--- src/rtl/wdc_pkg.sv ---
package wdc_pkg;

    localparam int PRESC_W   = 8;
    localparam int TRIG_W    = 4;
    localparam int PRESC_MIN = 2;

    // trigger-source code meaning "end-count of the counter one below"
    localparam logic [TRIG_W-1:0] TRIG_PREV = 4'h5;

    typedef enum logic [1:0] {
        MODE_ONESHOT = 2'b00,
        MODE_RSVD1   = 2'b01,
        MODE_RSVD2   = 2'b10,
        MODE_HWSIG   = 2'b11
    } mode_e;

    // packed in control-word bit order: [15:8] [7:4] [3:2] [1] [0]
    typedef struct packed {
        logic [PRESC_W-1:0] presc;
        logic [TRIG_W-1:0]  trig;
        mode_e              mode;
        logic               active;
        logic               en;
    } ctrl_t;

endpackage

--- src/rtl/wdc_prescaler.sv ---
module wdc_prescaler
    import wdc_pkg::*;
#(
    parameter int PW = PRESC_W
) (
    input  logic          clk,
    input  logic          rst_n,
    input  logic          run,
    input  logic          clear,
    input  logic [PW-1:0] presc,
    output logic          tick
);

    localparam logic [PW-1:0] MIN_DIV = PW'(PRESC_MIN);

    logic [PW-1:0] phase_d, phase_q;
    logic [PW-1:0] div_eff;

    always_comb begin
        div_eff = (presc < MIN_DIV) ? MIN_DIV : presc;
        tick    = run && (phase_q == div_eff - PW'(1));
        if (clear || !run) begin
            phase_d = '0;
        end else if (tick) begin
            phase_d = '0;
        end else begin
            phase_d = phase_q + PW'(1);
        end
    end

    always_ff @(posedge clk) begin
        if (!rst_n) begin
            phase_q <= '0;
        end else begin
            phase_q <= phase_d;
        end
    end

    // the phase never reaches the divider, so a tick comes every div_eff cycles
    p_phase_bound_r4: assert property (@(posedge clk) disable iff (!rst_n)
        run |-> (phase_q < div_eff));

endmodule

--- src/rtl/wdc_counter.sv ---
module wdc_counter
    import wdc_pkg::*;
#(
    parameter int DATA_W = 32,
    parameter int CNT_W  = 64
) (
    input  logic              clk,
    input  logic              rst_n,
    input  logic              wr_ctrl,
    input  logic              wr_lo,
    input  logic              wr_hi,
    input  logic [DATA_W-1:0] wdata,
    input  logic              trig_in,
    output ctrl_t             ctrl,
    output logic [CNT_W-1:0]  load_val,
    output logic              endc,
    output logic              enabled
);

    localparam int HI_W = CNT_W - DATA_W;

    typedef struct packed {
        ctrl_t            ctrl;
        logic [CNT_W-1:0] load;
        logic [CNT_W-1:0] cnt;
        logic             endc;
    } cnt_state_t;

    cnt_state_t st_d, st_q;
    logic       tick;
    logic       presc_clr;
    logic       sw_start;
    logic       hw_start;

    wdc_prescaler #(.PW(PRESC_W)) i_presc (
        .clk   (clk),
        .rst_n (rst_n),
        .run   (st_q.ctrl.active),
        .clear (presc_clr),
        .presc (st_q.ctrl.presc),
        .tick  (tick)
    );

    always_comb begin
        st_d      = st_q;
        st_d.endc = 1'b0;
        presc_clr = 1'b0;

        if (wr_lo) begin
            st_d.load[DATA_W-1:0] = wdata;
        end
        if (wr_hi) begin
            st_d.load[CNT_W-1:DATA_W] = wdata[HI_W-1:0];
        end

        if (wr_ctrl) begin
            st_d.ctrl.en = wdata[0];
            if (!st_q.ctrl.active) begin
                st_d.ctrl.mode  = mode_e'(wdata[3:2]);
                st_d.ctrl.trig  = wdata[7:4];
                st_d.ctrl.presc = wdata[15:8];
            end
        end

        sw_start = wr_ctrl && wdata[0] && !st_q.ctrl.en
                   && (st_d.ctrl.mode == MODE_ONESHOT);
        hw_start = st_d.ctrl.en && (st_d.ctrl.mode == MODE_HWSIG)
                   && (st_d.ctrl.trig == TRIG_PREV) && trig_in;

        if (!st_d.ctrl.en) begin
            st_d.ctrl.active = 1'b0;
        end else if (sw_start || hw_start) begin
            presc_clr = 1'b1;
            st_d.cnt  = st_d.load;
            if (st_d.load == '0) begin
                st_d.ctrl.active = 1'b0;
                st_d.endc        = 1'b1;
            end else begin
                st_d.ctrl.active = 1'b1;
            end
        end else if (st_q.ctrl.active && tick) begin
            if (st_q.cnt == CNT_W'(1)) begin
                st_d.cnt         = '0;
                st_d.ctrl.active = 1'b0;
                st_d.endc        = 1'b1;
            end else begin
                st_d.cnt = st_q.cnt - CNT_W'(1);
            end
        end
    end

    always_ff @(posedge clk) begin
        if (!rst_n) begin
            st_q <= '0;
        end else begin
            st_q <= st_d;
        end
    end

    assign ctrl     = st_q.ctrl;
    assign load_val = st_q.load;
    assign endc     = st_q.endc;
    assign enabled  = st_q.ctrl.en;

    // an end-count is a single-cycle event
    p_endc_single_r3: assert property (@(posedge clk) disable iff (!rst_n)
        st_q.endc |=> !st_q.endc);

    // at end-count the running flag is already down
    p_endc_idle_r6: assert property (@(posedge clk) disable iff (!rst_n)
        st_q.endc |-> !st_q.ctrl.active);

    // a disabling write stops the counter without an end-count
    p_off_quiet_r6: assert property (@(posedge clk) disable iff (!rst_n)
        (wr_ctrl && !wdata[0]) |=> (!st_q.ctrl.active && !st_q.endc));

    // configuration fields stay fixed across a write while running
    p_cfg_hold_r7: assert property (@(posedge clk) disable iff (!rst_n)
        (st_q.ctrl.active && wr_ctrl) |=>
            (st_q.ctrl.presc == $past(st_q.ctrl.presc)
             && st_q.ctrl.mode == $past(st_q.ctrl.mode)
             && st_q.ctrl.trig == $past(st_q.ctrl.trig)));

    // an undisturbed tick lowers the count by exactly one
    p_dec_step_r4: assert property (@(posedge clk) disable iff (!rst_n)
        (st_q.ctrl.active && tick && st_q.cnt > CNT_W'(1)
         && !wr_ctrl && !wr_lo && !wr_hi && !trig_in)
            |=> (st_q.cnt == $past(st_q.cnt) - CNT_W'(1)));

endmodule

--- src/rtl/wdc_top.sv ---
module wdc_top
    import wdc_pkg::*;
#(
    parameter  int NUM_CNT = 2,
    parameter  int DATA_W  = 32,
    parameter  int CNT_W   = 64,
    localparam int ADDR_W  = $clog2(NUM_CNT + 1) + 4
) (
    input  logic              clk,
    input  logic              rst_n,
    input  logic              bus_we,
    input  logic [ADDR_W-1:0] bus_addr,
    input  logic [DATA_W-1:0] bus_wdata,
    output logic [DATA_W-1:0] bus_rdata,
    output logic              wdog_expire
);

    localparam int WIN_W = ADDR_W - 4;
    localparam int HI_W  = CNT_W - DATA_W;
    localparam logic [WIN_W-1:0] SEL_WIN = WIN_W'(NUM_CNT);

    typedef struct packed {
        logic [NUM_CNT-1:0] sel;
    } top_state_t;

    top_state_t       top_d, top_q;
    logic [WIN_W-1:0] win;
    logic [1:0]       off;
    logic             sel_wr;

    ctrl_t              ctrl_w [NUM_CNT];
    logic [CNT_W-1:0]   load_w [NUM_CNT];
    logic [NUM_CNT-1:0] endc_w;
    logic [NUM_CNT-1:0] en_w;

    assign win    = bus_addr[ADDR_W-1:4];
    assign off    = bus_addr[3:2];
    assign sel_wr = bus_we && (win == SEL_WIN) && (off == 2'd0);

    for (genvar g = 0; g < NUM_CNT; g++) begin : g_cnt
        logic trig_src;
        logic hit;
        if (g == 0) begin : g_head
            assign trig_src = 1'b0;
        end else begin : g_link
            assign trig_src = endc_w[g-1];
        end
        assign hit = bus_we && (win == WIN_W'(g));

        wdc_counter #(.DATA_W(DATA_W), .CNT_W(CNT_W)) i_cnt (
            .clk      (clk),
            .rst_n    (rst_n),
            .wr_ctrl  (hit && (off == 2'd0)),
            .wr_lo    (hit && (off == 2'd1)),
            .wr_hi    (hit && (off == 2'd2)),
            .wdata    (bus_wdata),
            .trig_in  (trig_src),
            .ctrl     (ctrl_w[g]),
            .load_val (load_w[g]),
            .endc     (endc_w[g]),
            .enabled  (en_w[g])
        );
    end

    always_comb begin
        top_d = top_q;
        if (sel_wr) begin
            top_d.sel = bus_wdata[NUM_CNT-1:0];
        end
    end

    always_ff @(posedge clk) begin
        if (!rst_n) begin
            top_q <= '0;
        end else begin
            top_q <= top_d;
        end
    end

    always_comb begin
        bus_rdata = '0;
        for (int i = 0; i < NUM_CNT; i++) begin
            if (win == WIN_W'(i)) begin
                case (off)
                    2'd0:    bus_rdata = DATA_W'(ctrl_w[i]);
                    2'd1:    bus_rdata = load_w[i][DATA_W-1:0];
                    2'd2:    bus_rdata = DATA_W'(load_w[i][CNT_W-1:DATA_W]);
                    default: bus_rdata = '0;
                endcase
            end
        end
        if (win == SEL_WIN && off == 2'd0) begin
            bus_rdata = DATA_W'(top_q.sel);
        end
    end

    assign wdog_expire = |(top_q.sel & endc_w & en_w);

    // expiry only with some counter armed
    p_expire_armed_r8: assert property (@(posedge clk) disable iff (!rst_n)
        wdog_expire |-> (top_q.sel != '0));

    // expiry lasts one cycle
    p_expire_single_r8: assert property (@(posedge clk) disable iff (!rst_n)
        wdog_expire |=> !wdog_expire);

    // clearing the select register silences the output
    p_disarm_r8: assert property (@(posedge clk) disable iff (!rst_n)
        (sel_wr && bus_wdata[NUM_CNT-1:0] == '0) |=> !wdog_expire);

    // the high reload half fits in one data word
    initial begin
        assert (HI_W > 0 && HI_W <= DATA_W);
    end

endmodule

--- config.mk ---
export PLATFORM = sky130hd
export DESIGN_NAME = wdc_top
export DESIGN_NICKNAME = d
export VERILOG_FILES = /design/src/rtl/wdc_pkg.sv /design/src/rtl/wdc_prescaler.sv /design/src/rtl/wdc_counter.sv /design/src/rtl/wdc_top.sv
export SDC_FILE = /design/constraint.sdc
export NUM_CORES = 1
export LEC_CHECK = 0
export CAP_MARGIN = 0
export CORE_AREA = 5 5 176 212
export CTS_CLUSTER_DIAMETER = 200
export DETAILED_ROUTE_END_ITERATION = 8
export DIE_AREA = 0 0 181 217
export PLACE_DENSITY = 0.81
export SYNTH_ARGS = -nofsm -noshare
export SYNTH_HDL_FRONTEND = slang
export SYNTH_HIERARCHICAL = 1
export SYNTH_SLANG_ARGS = --single-unit
--- constraint.sdc ---
create_clock -name clk -period 5.8 [get_ports clk]
set_clock_uncertainty 0.1 [all_clocks]
set_input_delay 1.74 -clock clk [delete_from_list [all_inputs] [get_ports clk]]
set_output_delay 1.74 -clock clk [all_outputs]
set_load 0.01 [all_outputs]
==> flow_summary.html <==
<table>
<tr><th>Metric</th><th>Value</th></tr>
<tr><th colspan="2">Run status</th></tr>
<tr><td>Outcome</td><td>finished, final reports clean</td></tr>
<tr><th colspan="2">Die</th></tr>
<tr><td>Count of pins on the block boundary</td><td>74</td></tr>
<tr><td>Floorplan core area</td><td>34800 sq um</td></tr>
<tr><td>Area of the die</td><td>39300 sq um</td></tr>
<tr><td>Die height</td><td>217 microns</td></tr>
<tr><td>Die span in x</td><td>181 microns</td></tr>
<tr><td>Cell row count</td><td>75</td></tr>
<tr><td>Initial core utilization</td><td>0.543</td></tr>
<tr><th colspan="2">Logic synthesis</th></tr>
<tr><td>Cell accounting for the most synthesized area</td><td>sky130_fd_sc_hd__dfxtp_1</td></tr>
<tr><td>Yosys warning total</td><td>6</td></tr>
<tr><td>Top cells by count, synth</td><td>sky130_fd_sc_hd__nor2_1, sky130_fd_sc_hd__dfxtp_1, sky130_fd_sc_hd__nand2_1, sky130_fd_sc_hd__buf_4, sky130_fd_sc_hd__mux2i_1</td></tr>
<tr><td>Netlist area before placement</td><td>18900 sq um</td></tr>
<tr><td>Mean instance size in the synthesized netlist</td><td>8.00 sq um</td></tr>
<tr><td>#FFs+latches synth</td><td>308</td></tr>
<tr><td>Mapped Cells</td><td>2365</td></tr>
<tr><td>Distinct cells, synth</td><td>80</td></tr>
<tr><td>Leading register cell type out of synthesis</td><td>sky130_fd_sc_hd__dfxtp_1</td></tr>
<tr><td>Number of enable-type register cells in the synthesized netlist</td><td>0</td></tr>
<tr><td>Library cell with the highest instance count after synthesis</td><td>sky130_fd_sc_hd__nor2_1</td></tr>
<tr><td>Dominant cells by area after synthesis</td><td>sky130_fd_sc_hd__dfxtp_1, sky130_fd_sc_hd__mux2i_1, sky130_fd_sc_hd__nor2_1, sky130_fd_sc_hd__buf_4, sky130_fd_sc_hd__a21oi_1</td></tr>
<tr><td>Proportion of netlist area held by the largest area contributor</td><td>0.326</td></tr>
<tr><td>Post-synthesis sequential area ratio</td><td>0.326</td></tr>
<tr><td>FFs w/ async S/R, synth</td><td>0</td></tr>
<tr><th colspan="2">Finish</th></tr>
<tr><td>Fraction of layout cells with a size suffix above 1</td><td>0.0915</td></tr>
<tr><td>Net count, final</td><td>2266</td></tr>
<tr><td>Number of fill cells</td><td>3123</td></tr>
<tr><td>End-of-flow core utilization</td><td>0.576</td></tr>
<tr><td>Area Growth Syn to Fin</td><td>6.03%</td></tr>
<tr><th colspan="2">Power</th></tr>
<tr><td>IR Drop Worst-Case VDD</td><td>190 uV</td></tr>
<tr><td>Power density over cell area</td><td>240 nW/um^2</td></tr>
<tr><td>P_int</td><td>3.64 mW</td></tr>
<tr><td>Sequential power share</td><td>0.447</td></tr>
<tr><td>Overall Power</td><td>4.81 mW</td></tr>
<tr><td>Total leakage power</td><td>7.30 nW</td></tr>
<tr><td>Share of total power in the clock network</td><td>0.479</td></tr>
<tr><td>Comb pwr share</td><td>0.074</td></tr>
<tr><td>Switching Fraction</td><td>0.244</td></tr>
<tr><td>Switch Pwr</td><td>1.17 mW</td></tr>
<tr><th colspan="2">Setup path</th></tr>
<tr><td>Worst R2R Setup Slack</td><td>1.49 ns</td></tr>
<tr><td>Data arrival at the endpoint of the critical path</td><td>3.75 ns</td></tr>
<tr><td>Largest stage delay, worst path</td><td>0.53 ns</td></tr>
<tr><td>Critical R2R Capture</td><td>g_cnt[1].i_cnt/st_q[13]$_SDFFE_PN0P_</td></tr>
<tr><td>Max stage delay cell, worst path</td><td>sky130_fd_sc_hd__clkdlybuf4s50_1</td></tr>
<tr><td>Critical path start-end classification</td><td>primary input to output port</td></tr>
<tr><td>Depth of the worst register-to-register path</td><td>13</td></tr>
<tr><td>Critical path depth</td><td>8</td></tr>
<tr><td>Startpoint type of the worst setup path</td><td>primary input</td></tr>
<tr><td>Cell-by-cell listing of the critical path</td><td>dlygate4sd2_1 &gt; buf_4 &gt; nor2b_2 &gt; buf_12 &gt; a221oi_1 &gt; a211oi_2 &gt; buf_4 &gt; clkdlybuf4s50_1</td></tr>
<tr><td>Total buffers and inverters traversed by the critical path</td><td>5</td></tr>
<tr><td>CP dominant cell by count</td><td>sky130_fd_sc_hd__buf_4</td></tr>
<tr><td>Startpoint of the most critical register-to-register path</td><td>g_cnt[1].i_cnt/ctrl[11]$_SDFFE_PN0P_</td></tr>
<tr><td>Endpoint kind of the worst setup timing path</td><td>output port</td></tr>
<tr><td>Crit Path Max Fanout</td><td>36</td></tr>
<tr><td>Cell family contributing the most delay on the critical path</td><td>buffers and inverters</td></tr>
<tr><td>Critical Path Source</td><td>bus_addr[2]</td></tr>
<tr><td>Critical Path Sink</td><td>bus_rdata[31]</td></tr>
<tr><td>Critical path required time</td><td>3.96 ns</td></tr>
<tr><th colspan="2">Global route</th></tr>
<tr><td>Number of antenna violations at the first check in global routing</td><td>2</td></tr>
<tr><td>GRT met3 Usage</td><td>0.0329</td></tr>
<tr><td>Total congestion overflow</td><td>0</td></tr>
<tr><td>Largest net degree at the start of global routing</td><td>68</td></tr>
<tr><td>Global-route wire length before repair</td><td>98.6 mm</td></tr>
<tr><td>Overall routing resource usage</td><td>0.312</td></tr>
<tr><td>Layer carrying the most global-route usage</td><td>met2</td></tr>
<tr><td>Via count of the first global-routing pass</td><td>16900</td></tr>
<tr><td>Routing usage on met2</td><td>0.526</td></tr>
<tr><td>Global-route met1 utilization</td><td>0.384</td></tr>
<tr><th colspan="2">Hold path</th></tr>
<tr><td>Class of the worst hold path</td><td>register to register</td></tr>
<tr><td>Origin of the worst min-delay path</td><td>g_cnt[0].i_cnt/ctrl[7]$_SDFF_PN0_</td></tr>
<tr><td>Number of cells traversed by the worst hold path</td><td>2</td></tr>
<tr><th colspan="2">Drt</th></tr>
<tr><td>Number of iterations in the first detailed-routing pass</td><td>8</td></tr>
<tr><td>Average wire per cell in the routed design</td><td>23.9 microns</td></tr>
<tr><td>Post-detailed-route count of antenna-violating nets</td><td>0</td></tr>
<tr><td>DRC viols</td><td>0</td></tr>
<tr><td>Starting DRC count in detailed routing</td><td>1855</td></tr>
<tr><td>Routed via count</td><td>18000</td></tr>
<tr><td>Via count normalized by instance count</td><td>6.65</td></tr>
<tr><td>Routed wire length</td><td>64.6 mm</td></tr>
<tr><th colspan="2">Flow run</th></tr>
<tr><td>Maxcap violations</td><td>0</td></tr>
<tr><th colspan="2">STA</th></tr>
<tr><td>Unrepaired setup endpoints after global routing</td><td>false</td></tr>
<tr><td>Final clock period utilization by the worst path</td><td>0.965</td></tr>
<tr><td>Normalized max-slew margin</td><td>0.325</td></tr>
<tr><td>Number of setup violations in the final report</td><td>0</td></tr>
<tr><td>Final Max Tran Viols</td><td>0</td></tr>
<tr><td>Slew of the pin with the lowest slew margin</td><td>1.01 ns</td></tr>
<tr><td>Final count of hold timing violations</td><td>0</td></tr>
<tr><td>Period minus WS final</td><td>5.59 ns</td></tr>
<tr><td>Maximum clock rate</td><td>179 MHz</td></tr>
<tr><th colspan="2">Clocking</th></tr>
<tr><td>Total of hold buffers inserted after clock tree synthesis</td><td>0</td></tr>
<tr><td>Maximum count of clock buffers along a single path</td><td>3</td></tr>
<tr><td>Clock sink count</td><td>308</td></tr>
<tr><td>H-Tree Level Count</td><td>2</td></tr>
<tr><td>Clock root cell</td><td>sky130_fd_sc_hd__clkbuf_16</td></tr>
<tr><td>Clock tree from TritonCTS</td><td>built</td></tr>
<tr><td>Clock insertion delay at the later pin of the skew report</td><td>0.54 ns</td></tr>
<tr><td>Gates resized, CTS repair</td><td>5</td></tr>
<tr><td>Post-CTS Setup Inserts</td><td>0</td></tr>
<tr><td>Clock buffer count from CTS</td><td>35</td></tr>
<tr><td>Clock transition at the registers of the reported paths</td><td>0.06 ns</td></tr>
<tr><th colspan="2">Place</th></tr>
<tr><td>DP HPWL</td><td>45.7 mm</td></tr>
<tr><td>Final weighted congestion in routability-driven placement</td><td>0.957</td></tr>
<tr><td>Number of port buffers</td><td>71</td></tr>
</table>
-- worst min path at each step --
stage	to	slack (ns)
after floorplan	g_cnt[0].i_cnt/ctrl[7]$_SDFF_PN0_	0.34
after global placement	g_cnt[1].i_cnt/ctrl[7]$_SDFF_PN0_	0.36
after detailed placement	g_cnt[1].i_cnt/ctrl[4]$_SDFF_PN0_	0.37
after CTS	g_cnt[1].i_cnt/st_q[11]$_SDFFE_PN0P_	0.38
after global routing	g_cnt[0].i_cnt/st_q[11]$_SDFFE_PN0P_	0.41
final	g_cnt[0].i_cnt/ctrl[7]$_SDFF_PN0_	0.37
-- stage by stage --
| step | instances | worst slack [ns] | cell area [sq um] | TNS (ns) | hold WS, ns |
|---|---|---|---|---|---|
| after floorplan | 2366 | 0.920 | 18900 | 0 | 0.344 |
| after global placement | 2642 | -0.114 | 18800 | -0.199 | 0.355 |
| after detailed placement | 2642 | -0.118 | 18800 | -0.245 | 0.369 |
| after CTS | 2703 | 0.228 | 20000 | 0 | 0.377 |
| after global routing | 2705 | 0.156 | 20100 | 0 | 0.407 |
| final | 2705 | 0.205 | 20100 | 0 | 0.375 |
-- kinds of logic (layout without fill, tap and decap cells) --
family	count (synthesis)	after routing	share of synthesized area
adder cells (fa/ha/maj)	8	8	0.00529
XOR/XNOR	32	32	0.0148
other	1	4	0.000198
multiplexers	172	172	0.0916
AND/OR/NAND/NOR	939	939	0.244
AO/OA/AOI/OAI	571	571	0.211
flip-flops	308	308	0.326
buffers and inverters	334	209	0.106
-- tightest hold or removal path: stages (launching register included) --
cell and delay, ns:
sky130_fd_sc_hd__dfxtp_1 0.32, sky130_fd_sc_hd__nand2_1 0.05, sky130_fd_sc_hd__a21oi_1 0.05
-- cell type report --
type / count / area (sq um) / share of cell area
clock buffer: 49 / 1040 / 0.0519
multi-input combinational: 1724 / 10800 / 0.540
tap: 462 / 578 / 0.0288
sequential: 308 / 6170 / 0.308
antenna: 2 / 5.00 / 0.000250
clock inverter: 12 / 145 / 0.00724
timing repair buffer: 130 / 1230 / 0.0612
inverter: 18 / 67.6 / 0.00337
-- sequential cells by signal (all words and copies together), names as in the netlist --
name                         flops
g_cnt.i_cnt/load_val           128
g_cnt.i_cnt/st_q               128
g_cnt.i_cnt/endc                 2
g_cnt.i_cnt/i_presc/phase_q     16
g_cnt.i_cnt/ctrl                30
g_cnt.i_cnt/enabled              2
top_q                            2
-- power by group through the flow --
stage	clock network, mW	registers [mW]	logic, mW
2_1_floorplan	0	2.19	0.205
3_3_place_gp	0	2.19	0.340
3_5_place_dp	0	2.19	0.344
4_1_cts	2.32	2.15	0.347
5_1_grt	2.41	2.15	0.370
6_report	2.30	2.15	0.357
-- placed cells by master (no fill, tap or decap), types with 8 or more instances in the layout --
cell type                         count
sky130_fd_sc_hd__o221ai_1            12
sky130_fd_sc_hd__ha_1                 8
sky130_fd_sc_hd__a31oi_1             34
sky130_fd_sc_hd__nor4_1              52
sky130_fd_sc_hd__a32o_1              16
sky130_fd_sc_hd__nand4_1             24
sky130_fd_sc_hd__or4_1               26
sky130_fd_sc_hd__a221oi_2            16
sky130_fd_sc_hd__nand2_1            201
sky130_fd_sc_hd__nor4b_1              8
sky130_fd_sc_hd__and2_1              10
sky130_fd_sc_hd__o21ai_0             76
sky130_fd_sc_hd__inv_1               16
sky130_fd_sc_hd__a22oi_1             28
sky130_fd_sc_hd__and4_1               8
sky130_fd_sc_hd__nor3_1              86
sky130_fd_sc_hd__clkdlybuf4s50_1     67
sky130_fd_sc_hd__o41ai_1              8
sky130_fd_sc_hd__o21a_1              28
sky130_fd_sc_hd__or3_1               26
sky130_fd_sc_hd__o32a_1              20
sky130_fd_sc_hd__a21oi_1            152
sky130_fd_sc_hd__a211oi_1            40
sky130_fd_sc_hd__and3_1               8
sky130_fd_sc_hd__o31a_1              14
sky130_fd_sc_hd__nor2_1             359
sky130_fd_sc_hd__xnor2_1             12
sky130_fd_sc_hd__mux2_2               9
sky130_fd_sc_hd__mux2i_1            163
sky130_fd_sc_hd__clkbuf_16           37
sky130_fd_sc_hd__xor2_1              20
sky130_fd_sc_hd__dfxtp_1            308
sky130_fd_sc_hd__nand2b_1            16
sky130_fd_sc_hd__o22ai_1             67
sky130_fd_sc_hd__nand3_1             44
sky130_fd_sc_hd__buf_4               53
-- per-layer routing --
metal | share of wire | up-vias | wire, microns
li1 | - | 8220 | -
met1 | 0.38 | 8565 | 24400
met2 | 0.48 | 947 | 30900
met3 | 0.073 | 256 | 4690
met4 | 0.072 | 0 | 4670
met5 | 0 | - | 0
Note: power is estimated with default switching activity, not from simulation.
